[config.mk]
export PLATFORM = sky130hd
export DESIGN_NAME = bp_pred_tbl
export DESIGN_NICKNAME = d
export VERILOG_FILES = /design/src/rtl/bp_pkg.sv /design/src/rtl/bp_rst_sync.sv /design/src/rtl/bp_index.sv /design/src/rtl/bp_next_state.sv /design/src/rtl/bp_slot_reg.sv /design/src/rtl/bp_pred_tbl.sv
export SDC_FILE = /design/constraint.sdc
export NUM_CORES = 1
export LEC_CHECK = 0
export ABC_AREA = 1
export CORE_UTILIZATION = 23
export DETAILED_ROUTE_END_ITERATION = 10
export PLACE_DENSITY = 0.75
export RECOVER_POWER = 50
export SETUP_SLACK_MARGIN = 0.3
export SLEW_MARGIN = 20
export SYNTH_ARGS = -nofsm -noshare
export SYNTH_HDL_FRONTEND = slang
export SYNTH_SLANG_ARGS = --single-unit
[constraint.sdc]
create_clock -name clk -period 0.8 [get_ports clk]
set_input_delay 0.08 -clock clk [delete_from_list [all_inputs] [get_ports clk]]
set_output_delay 0.08 -clock clk [all_outputs]
set_load 0.01 [all_outputs]
[src/rtl/bp_pkg.sv]
package bp_pkg;

  // Counter states. The encoding is observable: bit 1 is the direction guess.
  typedef enum logic [1:0] {
    ST_NOT_STRONG  = 2'b00,
    ST_NOT_WEAK    = 2'b01,
    ST_TAKE_WEAK   = 2'b10,
    ST_TAKE_STRONG = 2'b11
  } ctr_state_e;

  function automatic logic predicts_taken(input ctr_state_e s);
    return s[1];
  endfunction

endpackage

[src/rtl/bp_rst_sync.sv]
module bp_rst_sync #(
  parameter int STAGES = 2
) (
  input  logic clk,
  input  logic rst_n,
  output logic rst_sync_n
);

  logic [STAGES-1:0] sync_q;
  logic [STAGES-1:0] sync_d;

  always_comb begin
    sync_d = {sync_q[STAGES-2:0], 1'b1};
  end

  always_ff @(posedge clk or negedge rst_n) begin
    if (!rst_n) begin
      sync_q <= '0;
    end else begin
      sync_q <= sync_d;
    end
  end

  assign rst_sync_n = sync_q[STAGES-1];

endmodule

[src/rtl/bp_index.sv]
module bp_index #(
  parameter int ADDR_W  = 32,
  parameter int IDX_LSB = 2,
  parameter int IDX_W   = 2
) (
  input  logic [ADDR_W-1:0] addr,
  output logic [IDX_W-1:0]  idx
);

  // Bits outside the index field are intentionally dropped.
  logic unused_addr_bits;
  assign unused_addr_bits = ^addr;

  assign idx = addr[IDX_LSB +: IDX_W];

endmodule

[src/rtl/bp_next_state.sv]
module bp_next_state
  import bp_pkg::*;
(
  input  ctr_state_e cur,
  input  logic       taken,
  output ctr_state_e nxt
);

  always_comb begin
    unique case (cur)
      ST_NOT_STRONG:  nxt = taken ? ST_NOT_WEAK    : ST_NOT_STRONG;
      ST_NOT_WEAK:    nxt = taken ? ST_TAKE_STRONG : ST_NOT_STRONG;
      ST_TAKE_WEAK:   nxt = taken ? ST_TAKE_STRONG : ST_NOT_STRONG;
      ST_TAKE_STRONG: nxt = taken ? ST_TAKE_STRONG : ST_TAKE_WEAK;
      default:        nxt = ST_NOT_STRONG;
    endcase
  end

endmodule

[src/rtl/bp_slot_reg.sv]
module bp_slot_reg
  import bp_pkg::*;
(
  input  logic       clk,
  input  logic       rst_n,
  input  logic       wr_en,
  input  ctr_state_e wr_state,
  output ctr_state_e state_q
);

  ctr_state_e state_d;

  always_comb begin
    state_d = state_q;
    if (wr_en) begin
      state_d = wr_state;
    end
  end

  always_ff @(posedge clk or negedge rst_n) begin
    if (!rst_n) begin
      state_q <= ST_NOT_STRONG;
    end else begin
      state_q <= state_d;
    end
  end

endmodule

[src/rtl/bp_pred_tbl.sv]
module bp_pred_tbl
  import bp_pkg::*;
#(
  parameter int ADDR_W     = 32,
  parameter int NUM_SLOTS  = 4,
  parameter int INSN_BYTES = 4
) (
  input  logic              clk,
  input  logic              rst_n,
  input  logic [ADDR_W-1:0] lk_addr,
  output logic              lk_take,
  input  logic              up_valid,
  input  logic [ADDR_W-1:0] up_addr,
  input  logic              up_taken
);

  localparam int IDX_W   = $clog2(NUM_SLOTS);
  localparam int IDX_LSB = $clog2(INSN_BYTES);

  logic             rst_q_n;
  logic [IDX_W-1:0] lk_idx;
  logic [IDX_W-1:0] up_idx;
  ctr_state_e       slot_q [NUM_SLOTS];
  ctr_state_e       up_cur;
  ctr_state_e       up_nxt;
  ctr_state_e       lk_state;

  bp_rst_sync #(.STAGES(2)) u_rst_sync (
    .clk        (clk),
    .rst_n      (rst_n),
    .rst_sync_n (rst_q_n)
  );

  bp_index #(.ADDR_W(ADDR_W), .IDX_LSB(IDX_LSB), .IDX_W(IDX_W)) u_lk_index (
    .addr (lk_addr),
    .idx  (lk_idx)
  );

  bp_index #(.ADDR_W(ADDR_W), .IDX_LSB(IDX_LSB), .IDX_W(IDX_W)) u_up_index (
    .addr (up_addr),
    .idx  (up_idx)
  );

  // One shared transition function for the single update port.
  assign up_cur = slot_q[up_idx];

  bp_next_state u_next (
    .cur   (up_cur),
    .taken (up_taken),
    .nxt   (up_nxt)
  );

  for (genvar g = 0; g < NUM_SLOTS; g++) begin : g_slot
    localparam logic [IDX_W-1:0] SLOT_ID = IDX_W'(g);
    logic wr_en;

    assign wr_en = up_valid && (up_idx == SLOT_ID);

    bp_slot_reg u_reg (
      .clk      (clk),
      .rst_n    (rst_q_n),
      .wr_en    (wr_en),
      .wr_state (up_nxt),
      .state_q  (slot_q[g])
    );
  end

  // Lookup reads the registered state: same-cycle updates are not forwarded.
  assign lk_state = slot_q[lk_idx];
  assign lk_take  = predicts_taken(lk_state);

endmodule

# == Word-level counts from Yosys, hierarchy flattened ==
# Cells that the tools add are included.
# Widths: inputs -> output; s select.
# totals
out_inout_bits,1
word_cells,32
reg_bits,10
in_bits,68
# op_classes
n_eq_ne,6
n_bitwise,2
mux,10
magnitude_cmp,2
reduce_logical,7
# op_table
operator,n
$mux 2,5
$bmux 2 s2,2
$eq 2x2->1 const B,4
$ge 3x3->1 const B,2
$not 2->3,2
$pmux 2 s3,1
$eq 2x1->1 const B,2
$logic_and 1x1->1,4
$logic_not 2->1,2
$mux 1,2
$reduce_or 2->1,1

# == Longest topological paths before layout ==
# Gate-level depths: netlist of run 1.
# logic_depth
word_depth,7
depth_mapped,11

# == By module ==
# From an unflattened synthesis of run 1, not the netlist that was laid out.
# hier_totals
hier_cells,88
area_unflattened_um2,599.3
# modules_own_cells
module,cells_per_inst,area_per_inst_um2,seq_area_each_um2,instances
bp_slot_reg,9,76.3,50.0,4
bp_pred_tbl,37,153.9,0.0,1
bp_next_state,8,56.3,0.0,1
bp_rst_sync,3,53.8,50.0,1
bp_index,2,15.0,0.0,2

# == Worst setup path before layout of run 1 ==
# No wires, ideal clock.
# synth_path
kind,reg2reg
start,register g_slot[3].u_reg.state_q[1]
end,register g_slot[1].u_reg.state_q[1]
required_time_ns,0.679
slack_ns,-0.410
stages_incl_launch_ff,9
arrival_time_ns,1.088
period_less_slack_ns,1.210
setup_ns,0.121
path_cell_list,dfrtp_1 nand3_1 nand2_1 nor2_2 ha_1 nand2_1 nand2_1 nand2_1 o21ai_1
# synth_via
elab_chain_cells,6
elab_cells_between_ends,9
cone_classes,eq/ne: 3; mux: 4; reduce/logical: 2
# synth_lines
element,line_no,rtl
"start, declared",bp_slot_reg.sv:8,output ctr_state_e state_q
"start signal, assigned",bp_slot_reg.sv:24,state_q <= state_d;
$bmux 2 s2 (*),bp_pred_tbl.sv:45,assign up_cur = slot_q[up_idx];
$mux 2 (implied by the code) (*) (2 in series),bp_pred_tbl.sv:45,
$eq 2x1->1 / $eq 2x2->1 (equally long branches),bp_next_state.sv:10,unique case (cur)
$reduce_or 2->1 (no line),-,
$pmux 2 s3 (*),bp_next_state.sv:10,
"end signal, assigned",bp_slot_reg.sv:24,
"end, declared",bp_slot_reg.sv:8,
# Every way passes the cells marked *; elsewhere a longest branch is shown, timed or not. The select of a mux whose other input is x is not followed.
# A chain may end at the register's enable or synchronous reset.

# == Worst setup path in the final report of run 1 ==
# layout_path
start,register g_slot[1].u_reg.state_q[1]
end,register g_slot[1].u_reg.state_q[1]
# layout_via
elab_chain_cells,6
elab_cells_between_ends,9
cone_classes,eq/ne: 3; mux: 4; reduce/logical: 2
# layout_lines
element,line_no
$bmux 2 s2 (*),bp_pred_tbl.sv:45
$mux 2 (implied by the code) (*) (2 in series),bp_pred_tbl.sv:45
$eq 2x1->1 / $eq 2x2->1 (equally long branches),bp_next_state.sv:10
$reduce_or 2->1 (no line),-
$pmux 2 s3 (*),bp_next_state.sv:10
# Marks and branches as above.

==> results of run 1 <==
final cells by class:
cell class | count | area [sq um]
clock buffers | 4 | 36.3
repair buffers | 19 | 205
fillers | 230 | 1350
flip-flops and latches | 10 | 250
multi-input cells | 47 | 335
well taps | 28 | 35.0
inverters | 9 | 38.8
sequential cells by signal, indices dropped and copies added, names as in the netlist:
name and cells:
g_slot.u_reg.state_q 8, u_rst_sync.sync_q 2
where the power goes:
group	internal [uW]	switching (uW)
Sequential	565	49.7
Combinational	204	205
Clock	276	162
Total	1040	417
timing repair:
item                                    4_1_cts  5_1_grt
endpoints found under the hold margin         2        2
gates resized for setup                      32       12
buffers inserted                              5        1
pin swaps                                    11       10
endpoints found under the setup margin        9        9
synth_stat cells (all sizes together):
master	number
a21oi	1
buf	2
conb	1
dfrtp	10
ha	2
inv	9
nand2	21
nand3	9
nor2	3
o211ai	1
o21ai	8
or2	1
stage by stage:
| stage | util | instance area, sq um | setup WS (ns) |
|---|---|---|---|
| 6_report | 0.400 | 901 | -0.597 |
| 3_3_place_gp | 0.318 | 717 | -0.815 |
| 5_1_grt | 0.400 | 901 | -0.646 |
| 2_1_floorplan | - | 578 | -0.379 |
| 4_1_cts | 0.383 | 865 | -0.551 |
| 3_5_place_dp | 0.318 | 717 | -0.862 |
path summary, 6_finish.rpt:
path	from	cells past startpoint	end	slack (ns)
worst max-delay path	g_slot[1].u_reg.state_q[1]$_DFFE_PN0P_	9	g_slot[1].u_reg.state_q[1]$_DFFE_PN0P_	-0.60
worst min register to register	u_rst_sync.sync_q[1]$_DFF_PN0_	0	g_slot[3].u_reg.state_q[1]$_DFFE_PN0P_	0.13
min in group clk	up_valid	3	g_slot[0].u_reg.state_q[1]$_DFFE_PN0P_	0.23
worst min-delay path	rst_n	1	u_rst_sync.sync_q[0]$_DFF_PN0_	0.04
worst max register to register	g_slot[1].u_reg.state_q[1]$_DFFE_PN0P_	9	g_slot[1].u_reg.state_q[1]$_DFFE_PN0P_	-0.60
max in group asynchronous	u_rst_sync.sync_q[1]$_DFF_PN0_	0	g_slot[3].u_reg.state_q[0]$_DFFE_PN0P_	0.43
routing by layer:
| metal | vias up | GRT usage | routed length (um) |
|---|---|---|---|
| met4 | 0 | 0.0541 | 0 |
| met1 | 245 | 0.106 | 488 |
| met2 | 13 | 0.195 | 750 |
| met3 | 0 | 0.0175 | 65 |
| li1 | 257 | - | - |
| met5 | - | 0 | 0 |
worst register-to-register path: cells and delay by family, from the launching register on:
family / cells / cell delay, ns
AO/OA/AOI/OAI: 1 / 0.07
adder cells (fa/ha/maj): 1 / 0.23
buffers and inverters: 1 / 0.13
flip-flops: 1 / 0.40
AND/OR/NAND/NOR: 6 / 0.47
cell families (layout without fill, tap and decap cells):
family	Yosys count	after routing	synth area share
DFF	10	10	0.443
AOI/OAI and AO/OA	10	10	0.0931
buffers and inverters	11	32	0.109
and+or+nand+nor	34	34	0.304
other	1	1	0.00665
adders and majority gates	2	2	0.0443
==> impl_metrics.py, run 1 <==
metrics = {
    "drt": {
        "drt_pass1_iterations": 4,
        "first_iter_violations": 4,
        "wl_per_cell_um": 11.1,
        "routed_wl_um": 1300,
        "drc_errors": 0,
        "num_vias": 515,
        "antenna_left": 0,
        "vias_per_cell": 4.40,
    },
    "floorplan": {
        "start_util": 0.250,
        "row_count": 17,
        "die_y_um": 51.5,
        "die_x_um": 51.5,
        "io_pins": 69,
        "core_sq_um": 2250,
        "fp.dieArea_sq_um": 2660,
    },
    "critical_path": {
        "crit_family": "simple AND/OR/NAND/NOR gates",
        "cp-start-kind": "flop",
        "crit_top_cell": "nand2_2",
        "cpMaxStageDelayCell": "dfrtp_1",
        "critPathKind": "flop to flop",
        "cp_max_fo": 4,
        "path_cells": "buf_6 -> nand3_2 -> nand2_2 -> nor2_4 -> ha_1 -> nand2_1 -> nand2_2 -> nand2_4 -> o21ai_2",
        "worst-path-buf-inv": 1,
        "cp.arrival_ns": 1.55,
        "critical_path_required_ns": 0.95,
        "cp-end-kind": "flop",
        "worst_path_largest_cell_delay_ns": 0.40,
    },
    "job": {
        "cap_violations": 0,
    },
    "power_and_ir_drop": {
        "ir_drop_mv": 0.810,
        "total_leakage_power_uw": 0.000442,
        "power.total_uw": 1460,
        "p_per_area_nw_per_um2": 1620,
    },
    "grt": {
        "grt_pass1_wl_um": 1960,
        "grt_pass1_vias": 508,
        "grt_use_total": 0.103,
        "grt_max_degree": 9,
        "gr-total-overflow": 0,
        "antenna_found_initial": 0,
    },
    "sta": {
        "fin_skew_ns": 0.00694,
        "maxSlewViolCount": 0,
        "min_period_ns": 1.40,
        "fin_crit_sh": 1.75,
        "tns_ns": -2.87,
        "max_freq_ghz": 0.716,
        "hold_slack_ns": 0.0430,
        "fin_ws_ns": -0.597,
        "rsz0062_at_grt": "yes",
        "setup_viol": 5,
        "finalHoldViolations": 0,
    },
    "clock_network": {
        "insertion_delay_ns": 0.26,
        "clk_pin_slew_worst_paths_ns": 0.07,
        "clock_path_buffers": 2,
        "cts_max_level": 1,
        "cts_tree": "yes",
        "cts_buffers": 3,
        "clock_sinks": 10,
        "cts_root_buffer": "clkbuf_4",
    },
    "logic_synthesis": {
        "netlist_instances": 68,
        "yosys_warnings": 0,
        "synth_area_leaders": "dfrtp_1, nand2_1, o21ai_1",
        "syn_nets": 138,
        "synth_top_cell_by_area": "dfrtp_1",
        "syn_area_per_cell_sq_um": 8.30,
        "netlist_area_sq_um": 564,
        "yosysTopAreaCellShare": 0.443,
        "ys_types": 16,
        "ys_ff_latch": 10,
        "seq_area_frac_synth": 0.443,
    },
    "layout": {
        "antenna_cells": 0,
        "area_delta_synth_final_pct": 59.6,
        "final_cell_mix": "nand2_1, dfrtp_1, buf_6",
        "nets": 160,
        "drive_above_1_share": 0.483,
        "final_common_cell": "nand2_1",
        "final_cells": 117,
    },
    "placed_design": {
        "gp_congestion": 0.903,
        "placed_cells": 107,
        "port_buffers": 8,
        "dp_hpwl_um": 909,
    },
    "run_status": {
        "status": "complete, but fails checks",
        "violations": "setup timing",
    },
    "worst_hold_path": {
        "hold_path.class": "primary input to async pin",
    },
}
Power figures use the tool's default switching activity.
==> run 2: changes to the inputs <==
Settings changed: CORE_UTILIZATION 23 to 24, PLACE_DENSITY 0.75 to 0.76, SYNTH_HIERARCHICAL from default to 1.
==> run 2 against run 1 <==
  * The run still ends with setup timing left
  * Clock skew is 0.0023 ns lower
  * Synthesized area is 6.2% higher
  * Wire length rose by 8.4%
  * Critical path depth increased by 2
  * Sequential power decreased by 2%
  * Maximum frequency increased by 1.1%
  * Setup slack improved by 0.015 ns
==> impl_metrics.py, run 2 <==
metrics = {
    "floorplan": {
        "die_x_um": 52.0,
        "core_sq_um": 2280,
        "die_y_um": 52.0,
        "io_pins": 69,
        "start_util": 0.263,
        "row_count": 17,
        "fp.dieArea_sq_um": 2700,
    },
    "clock_network": {
        "clock_path_buffers": 2,
        "clock_sinks": 10,
        "cts_root_buffer": "clkbuf_4",
        "insertion_delay_ns": 0.26,
        "clk_pin_slew_worst_paths_ns": 0.07,
        "cts_buffers": 3,
        "cts_tree": "yes",
        "cts_max_level": 1,
    },
    "critical_path": {
        "r2r-end": "g_slot[1].u_reg/state_q[1]$_DFFE_PN0P_",
        "worst_r2r_startpoint": "g_slot[1].u_reg/state_q[1]$_DFFE_PN0P_",
        "worst_path_largest_cell_delay_ns": 0.36,
        "cp-start-kind": "flop",
        "critPathKind": "flop to flop",
        "cpMaxStageDelayCell": "dfrtp_1",
        "crit_end": "g_slot[1].u_reg/state_q[1]$_DFFE_PN0P_",
        "cp_max_fo": 4,
        "worstSetupPathDepth": 11,
        "crit_family": "simple AND/OR/NAND/NOR gates",
        "cp.arrival_ns": 1.58,
        "worst-path-buf-inv": 2,
        "critical_path_required_ns": 1.00,
        "path_cells": "buf_6 -> nand2_2 -> nand2_1 -> nand2_1 -> nand2_2 -> inv_2 -> ha_4 -> nand2_4 -> a21oi_4 -> nand2_1 -> nand2_1",
        "cp-end-kind": "flop",
        "crit_top_cell": "nand2_1",
        "critPathLaunch": "g_slot[1].u_reg/state_q[1]$_DFFE_PN0P_",
        "reg2reg_depth": 11,
        "reg2reg_setup_slack_ns": -0.58,
    },
    "placed_design": {
        "port_buffers": 8,
        "gp_congestion": 0.828,
        "placed_cells": 132,
        "dp_hpwl_um": 1080,
        "postPlaceCellArea_sq_um": 818,
        "pre_cts_slack_ns": -0.962,
    },
    "logic_synthesis": {
        "syn_area_per_cell_sq_um": 6.81,
        "synthXorXnorAreaFrac": 0,
        "netlist_area_sq_um": 599,
        "seq_area_frac_synth": 0.418,
        "ys_types": 12,
        "synthTopCellsByCount": "nand2_1, inv_1, dfrtp_1",
        "synth_simple_gate_area_frac": 0.363,
        "yosysTopAreaCellShare": 0.418,
        "muxShareOfSynthArea": 0,
        "async_flop_share": 1.00,
        "synth_top_cell_by_area": "dfrtp_1",
        "synth-edff-count": 0,
        "synth_top_family_by_area": "simple AND/OR/NAND/NOR gates",
        "yosysMostFrequentCell": "nand2_1",
        "synth-adder-area-share": 0.0418,
        "synth_compound_area_frac": 0.0146,
        "ys_ff_latch": 10,
        "synth_area_leaders": "dfrtp_1, nand2_1, inv_1",
        "yosys_warnings": 6,
        "syn_nets": 158,
        "netlist_instances": 88,
        "synth_flop_cell": "dfrtp_1",
    },
    "grt": {
        "gr-total-overflow": 0,
        "antenna_found_initial": 0,
        "grt_max_degree": 9,
        "grt_pass1_vias": 573,
        "grt_pass1_wl_um": 2330,
        "grt_use_total": 0.119,
    },
    "layout": {
        "area_delta_synth_final_pct": 56.4,
        "largest_reg_flops": 8,
        "final_common_cell": "nand2_1",
        "drive_above_1_share": 0.369,
        "regMostFlops": "g_slot.u_reg/state_q",
        "final_cell_mix": "nand2_1, buf_4, dfrtp_1",
        "final_cells": 139,
        "reg_top3": "g_slot.u_reg/state_q (8), u_rst_sync/sync_q (2)",
        "fin_util": 0.412,
        "fin_area_sq_um": 937,
        "nets": 182,
        "antenna_cells": 0,
    },
    "job": {
        "cap_violations": 0,
    },
    "run_status": {
        "status": "complete, but fails checks",
        "violations": "setup timing",
    },
    "drt": {
        "drt_pass1_iterations": 4,
        "first_iter_violations": 11,
        "vias_per_cell": 4.16,
        "wl_per_cell_um": 10.2,
        "routed_wl_um": 1410,
        "num_vias": 578,
        "drc_errors": 0,
        "antenna_left": 0,
    },
    "sta": {
        "finalHoldViolations": 0,
        "maxSlewViolCount": 0,
        "fin_skew_ns": 0.00468,
        "fin_ws_ns": -0.582,
        "max_freq_ghz": 0.724,
        "rsz0062_at_grt": "yes",
        "min_period_ns": 1.38,
        "fin_crit_sh": 1.73,
        "setup_viol": 5,
        "tns_ns": -2.80,
    },
    "worst_hold_path": {
        "hold_path.class": "primary input to async pin",
    },
    "power_and_ir_drop": {
        "total_leakage_power_uw": 0.000496,
        "ir_drop_mv": 0.694,
        "p_per_area_nw_per_um2": 1600,
    },
}
-- run 2: cell types whose count changed in the layout (fill, tap and decap cells not counted), sizes merged, moves of 3 or more --
cell,previous run,this run
buf,14,19
inv,9,15
nand2,21,48
nand3,9,1
nor2,3,0
nor3,0,4
o21ai,8,0
-- run 2: what timing repair did --
item | in CTS | in global routing
gates resized for setup | 25 | 14
setup endpoints to repair | 9 | 9
setup buffers | 1 | 2
endpoints found under the hold margin | 2 | 2
pin swaps | 13 | 14
-- run 2: how the worst min path moves through the flow --
stage	start	slack, ns	endpoint	cells past startpoint
finish	rst_n	0.05	u_rst_sync/sync_q[1]$_DFF_PN0_	1
global route	rst_n	0.04	u_rst_sync/sync_q[1]$_DFF_PN0_	1
CTS	rst_n	-0.02	u_rst_sync/sync_q[0]$_DFF_PN0_	1
detailed placement	u_rst_sync/sync_q[1]$_DFF_PN0_	0.14	g_slot[2].u_reg/state_q[0]$_DFFE_PN0P_	0
global placement	u_rst_sync/sync_q[1]$_DFF_PN0_	0.13	g_slot[2].u_reg/state_q[0]$_DFFE_PN0P_	0
floorplan	rst_n	-0.22	u_rst_sync/sync_q[0]$_DFF_PN0_	0
-- run 2: final cells by class --
type	instances	area, sq um
Tap cell	28	35.0
Timing Repair Buffer	24	216
Sequential cell	10	250
Inverter	15	66.3
Fill cell	225	1340
Clock buffer	4	36.3
Multi-Input combinational cell	58	333
-- run 2: metal layers --
layer  wire (um)  vias up  share of wire  global-route usage
met1         624      267           0.44               0.134
met4           5        0         0.0035              0.0405
met2         721       10           0.51               0.222
met5           0        -              0                   0
li1            -      299              -                   -
met3          62        2          0.044              0.0175
-- run 2: per-stage QoR --
step	power [uW]	hold WS [ns]
after floorplan	815	-0.216
after global routing	1600	0.0446
after global placement	944	0.127
after detailed placement	958	0.142
final	1500	0.0502
after CTS	1440	-0.0232
-- run 2: report_power, final --
group | switching [uW] | leakage (uW) | internal [uW]
clock network | 178 | 0.0000210 | 276
registers | 41.9 | 0.000128 | 562
logic | 210 | 0.000346 | 229
total | 429 | 0.000496 | 1070
-- run 2: cell families (layout without fill, tap and decap cells) --
group                    after synthesis  after routing
flip-flops                            10             10
other                                  1              1
AND/OR/NAND/NOR                       54             54
adder cells (fa/ha/maj)                2              2
AO/OA/AOI/OAI                          1              1
buffers and inverters                 20             43
==> run 3: changes to the inputs <==
Settings changed: ABC_AREA 1 to 0, CORE_UTILIZATION 24 to 22, PLACE_DENSITY 0.76 to 0.81.
==> run 3 against run 2 <==
  * The run still ends with setup timing left
  * Total power increased by 34%
  * Wire length decreased by 31%
  * Sequential cell count unchanged
  * First-iteration DRC count decreased by 82%
  * Critical path type unchanged
  * Highest routed layer unchanged
==> impl_metrics.py, run 3 <==
metrics = {
    "logic_synthesis": {
        "synth_flop_cell": "dfrtp_1",
        "ys_types": 13,
        "syn_nets": 107,
        "syn_area_per_cell_sq_um": 14.4,
        "ys_ff_latch": 10,
        "yosys_warnings": 6,
        "synth_area_leaders": "dfrtp_1, mux2_2, mux4_1",
        "yosysMostFrequentCell": "dfrtp_1",
        "synth_top_cell_by_area": "dfrtp_1",
        "netlist_area_sq_um": 533,
        "synth-edff-count": 0,
        "netlist_instances": 37,
        "seq_area_frac_synth": 0.469,
        "async_flop_share": 1.00,
        "yosysTopAreaCellShare": 0.469,
        "synthTopCellsByCount": "dfrtp_1, mux2_2, buf_4",
    },
    "drt": {
        "num_vias": 335,
        "drt_pass1_iterations": 2,
        "first_iter_violations": 2,
        "wl_per_cell_um": 12.4,
        "antenna_left": 0,
        "drc_errors": 0,
        "routed_wl_um": 982,
        "vias_per_cell": 4.24,
    },
    "worst_hold_path": {
        "hold_path.class": "primary input to async pin",
    },
    "sta": {
        "finalHoldViolations": 0,
        "min_period_ns": 1.74,
        "fin_ws_ns": -0.942,
        "setup_viol": 5,
        "fin_skew_ns": 0.00408,
        "fin_crit_sh": 2.18,
        "rsz0062_at_grt": "yes",
        "tns_ns": -4.42,
        "max_freq_ghz": 0.574,
        "maxSlewViolCount": 0,
    },
    "floorplan": {
        "row_count": 17,
        "die_x_um": 51.2,
        "start_util": 0.236,
        "die_y_um": 51.2,
        "io_pins": 69,
        "core_sq_um": 2250,
        "fp.dieArea_sq_um": 2620,
    },
    "clock_network": {
        "clock_sinks": 10,
        "post-cts-setup-buffer-count": 0,
        "cts_max_level": 1,
        "cts_buffers": 3,
        "clk_pin_slew_worst_paths_ns": 0.07,
        "insertion_delay_ns": 0.27,
        "cts_root_buffer": "clkbuf_4",
        "clock_path_buffers": 2,
        "cts_tree": "yes",
    },
    "critical_path": {
        "cp-start-kind": "flop",
        "critPathKind": "flop to flop",
        "cp_max_fo": 4,
        "critPathLaunch": "g_slot[3].u_reg/state_q[0]$_DFFE_PN0P_",
        "critical_path_required_ns": 0.95,
        "cp-end-kind": "flop",
        "cp.arrival_ns": 1.89,
        "worst_r2r_startpoint": "g_slot[3].u_reg/state_q[0]$_DFFE_PN0P_",
    },
    "layout": {
        "final_cells": 79,
        "regMostFlops": "g_slot.u_reg/state_q",
        "antenna_cells": 0,
        "seq_area_sq_um": 250,
        "final_common_cell": "dfrtp_1",
        "nets": 122,
        "largest_reg_flops": 8,
        "multi_input_area_sq_um": 290,
        "fill_cells": 249,
        "final_cell_mix": "dfrtp_1, mux2_4, buf_4",
        "area_delta_synth_final_pct": 40.4,
        "fin_util": 0.332,
        "reg_top3": "g_slot.u_reg/state_q (8), u_rst_sync/sync_q (2)",
        "drive_above_1_share": 0.667,
    },
    "placed_design": {
        "dp_hpwl_um": 698,
        "gp_congestion": 0.714,
        "pre_cts_slack_ns": -1.28,
        "placed_cells": 75,
        "port_buffers": 8,
    },
    "grt": {
        "grt_use_total": 0.0970,
        "gr-total-overflow": 0,
        "grt_max_degree": 9,
        "grt_pass1_wl_um": 1750,
        "antenna_found_initial": 0,
        "grt_pass1_vias": 404,
    },
    "job": {
        "cap_violations": 0,
    },
    "power_and_ir_drop": {
        "power.total_uw": 2000,
        "ir_drop_mv": 1.17,
        "total_leakage_power_uw": 0.000345,
        "p_per_area_nw_per_um2": 2680,
    },
    "run_status": {
        "violations": "setup timing",
        "status": "complete, but fails checks",
    },
}
==> run 3: cell count changes in the layout (fill, tap and decap cells not counted), sizes merged, moves of 2 or more <==
cell | before | now
mux2 | 0 | 8
and3b | 0 | 2
nand2 | 48 | 0
inv | 15 | 2
mux4 | 0 | 3
nor3 | 4 | 0
buf | 19 | 10
==> run 3: kinds of logic (layout without fill, tap and decap cells) <==
family / after synthesis / count (layout) / share of synthesized area
DFF: 10 / 10 / 0.469
and+or+nand+nor: 5 / 5 / 0.0728
adders and majority gates: 2 / 2 / 0.0469
AOI/OAI and AO/OA: 1 / 1 / 0.00938
buffers and inverters: 7 / 21 / 0.0845
muxes: 11 / 11 / 0.310
other: 1 / 1 / 0.00704
==> run 3: metrics by stage <==
step           hold WS (ns)  instance area [sq um]
4_1_cts             -0.0405                    738
6_report             0.0311                    748
5_1_grt              0.0456                    748
3_3_place_gp          0.127                    686
3_5_place_dp          0.132                    686
2_1_floorplan        -0.216                    571
==> run 3: layer usage <==
metal  vias up  track usage  routed length [um]
met4         0       0.0811                  35
met3         4       0.0179                  28
met2         8        0.162                 496
met5         -            0                   0
met1       170        0.105                 421
li1        153            -                   -
==> run 3: path summary, 6_finish.rpt <==
kind / to / slack (ns) / depth (start not counted)
min in group clk: g_slot[0].u_reg/state_q[0]$_DFFE_PN0P_ / 0.30 / 4
worst max register to register: g_slot[2].u_reg/state_q[1]$_DFFE_PN0P_ / -0.94 / 6
max in group asynchronous: g_slot[1].u_reg/state_q[1]$_DFFE_PN0P_ / 0.41 / 0
worst min-delay path: u_rst_sync/sync_q[0]$_DFF_PN0_ / 0.03 / 1
worst max-delay path: g_slot[2].u_reg/state_q[1]$_DFFE_PN0P_ / -0.94 / 6
worst min register to register: g_slot[3].u_reg/state_q[0]$_DFFE_PN0P_ / 0.14 / 0
==> run 3: timing repair <==
item / 4_1_cts / 5_1_grt
setup endpoints to repair: 9 / 9
gates resized for setup: 23 / 2
pin swaps: 3 / 2
hold endpoints to repair: 2 / 2
==> run 3: cell type report <==
cell class,count,share of cell area
clock buffers,4,0.0485
inverters,2,0.0100
repair buffers,15,0.172
well taps,28,0.0468
multi-input cells,20,0.388
flip-flops and latches,10,0.334
==> run 3: power by group <==
group          total [uW]  switching (uW)  internal, uW
Sequential            723            80.3           643
Combinational         824             284           540
Clock                 455             178           277
==> run 3: critical path: stages (launching register included) <==
cell and delay [ns]:
dfrtp_1 0.38, mux4_2 0.50, inv_2 0.09, ha_4 0.20
a21oi_2 0.13, nor2_2 0.07, mux2_4 0.26
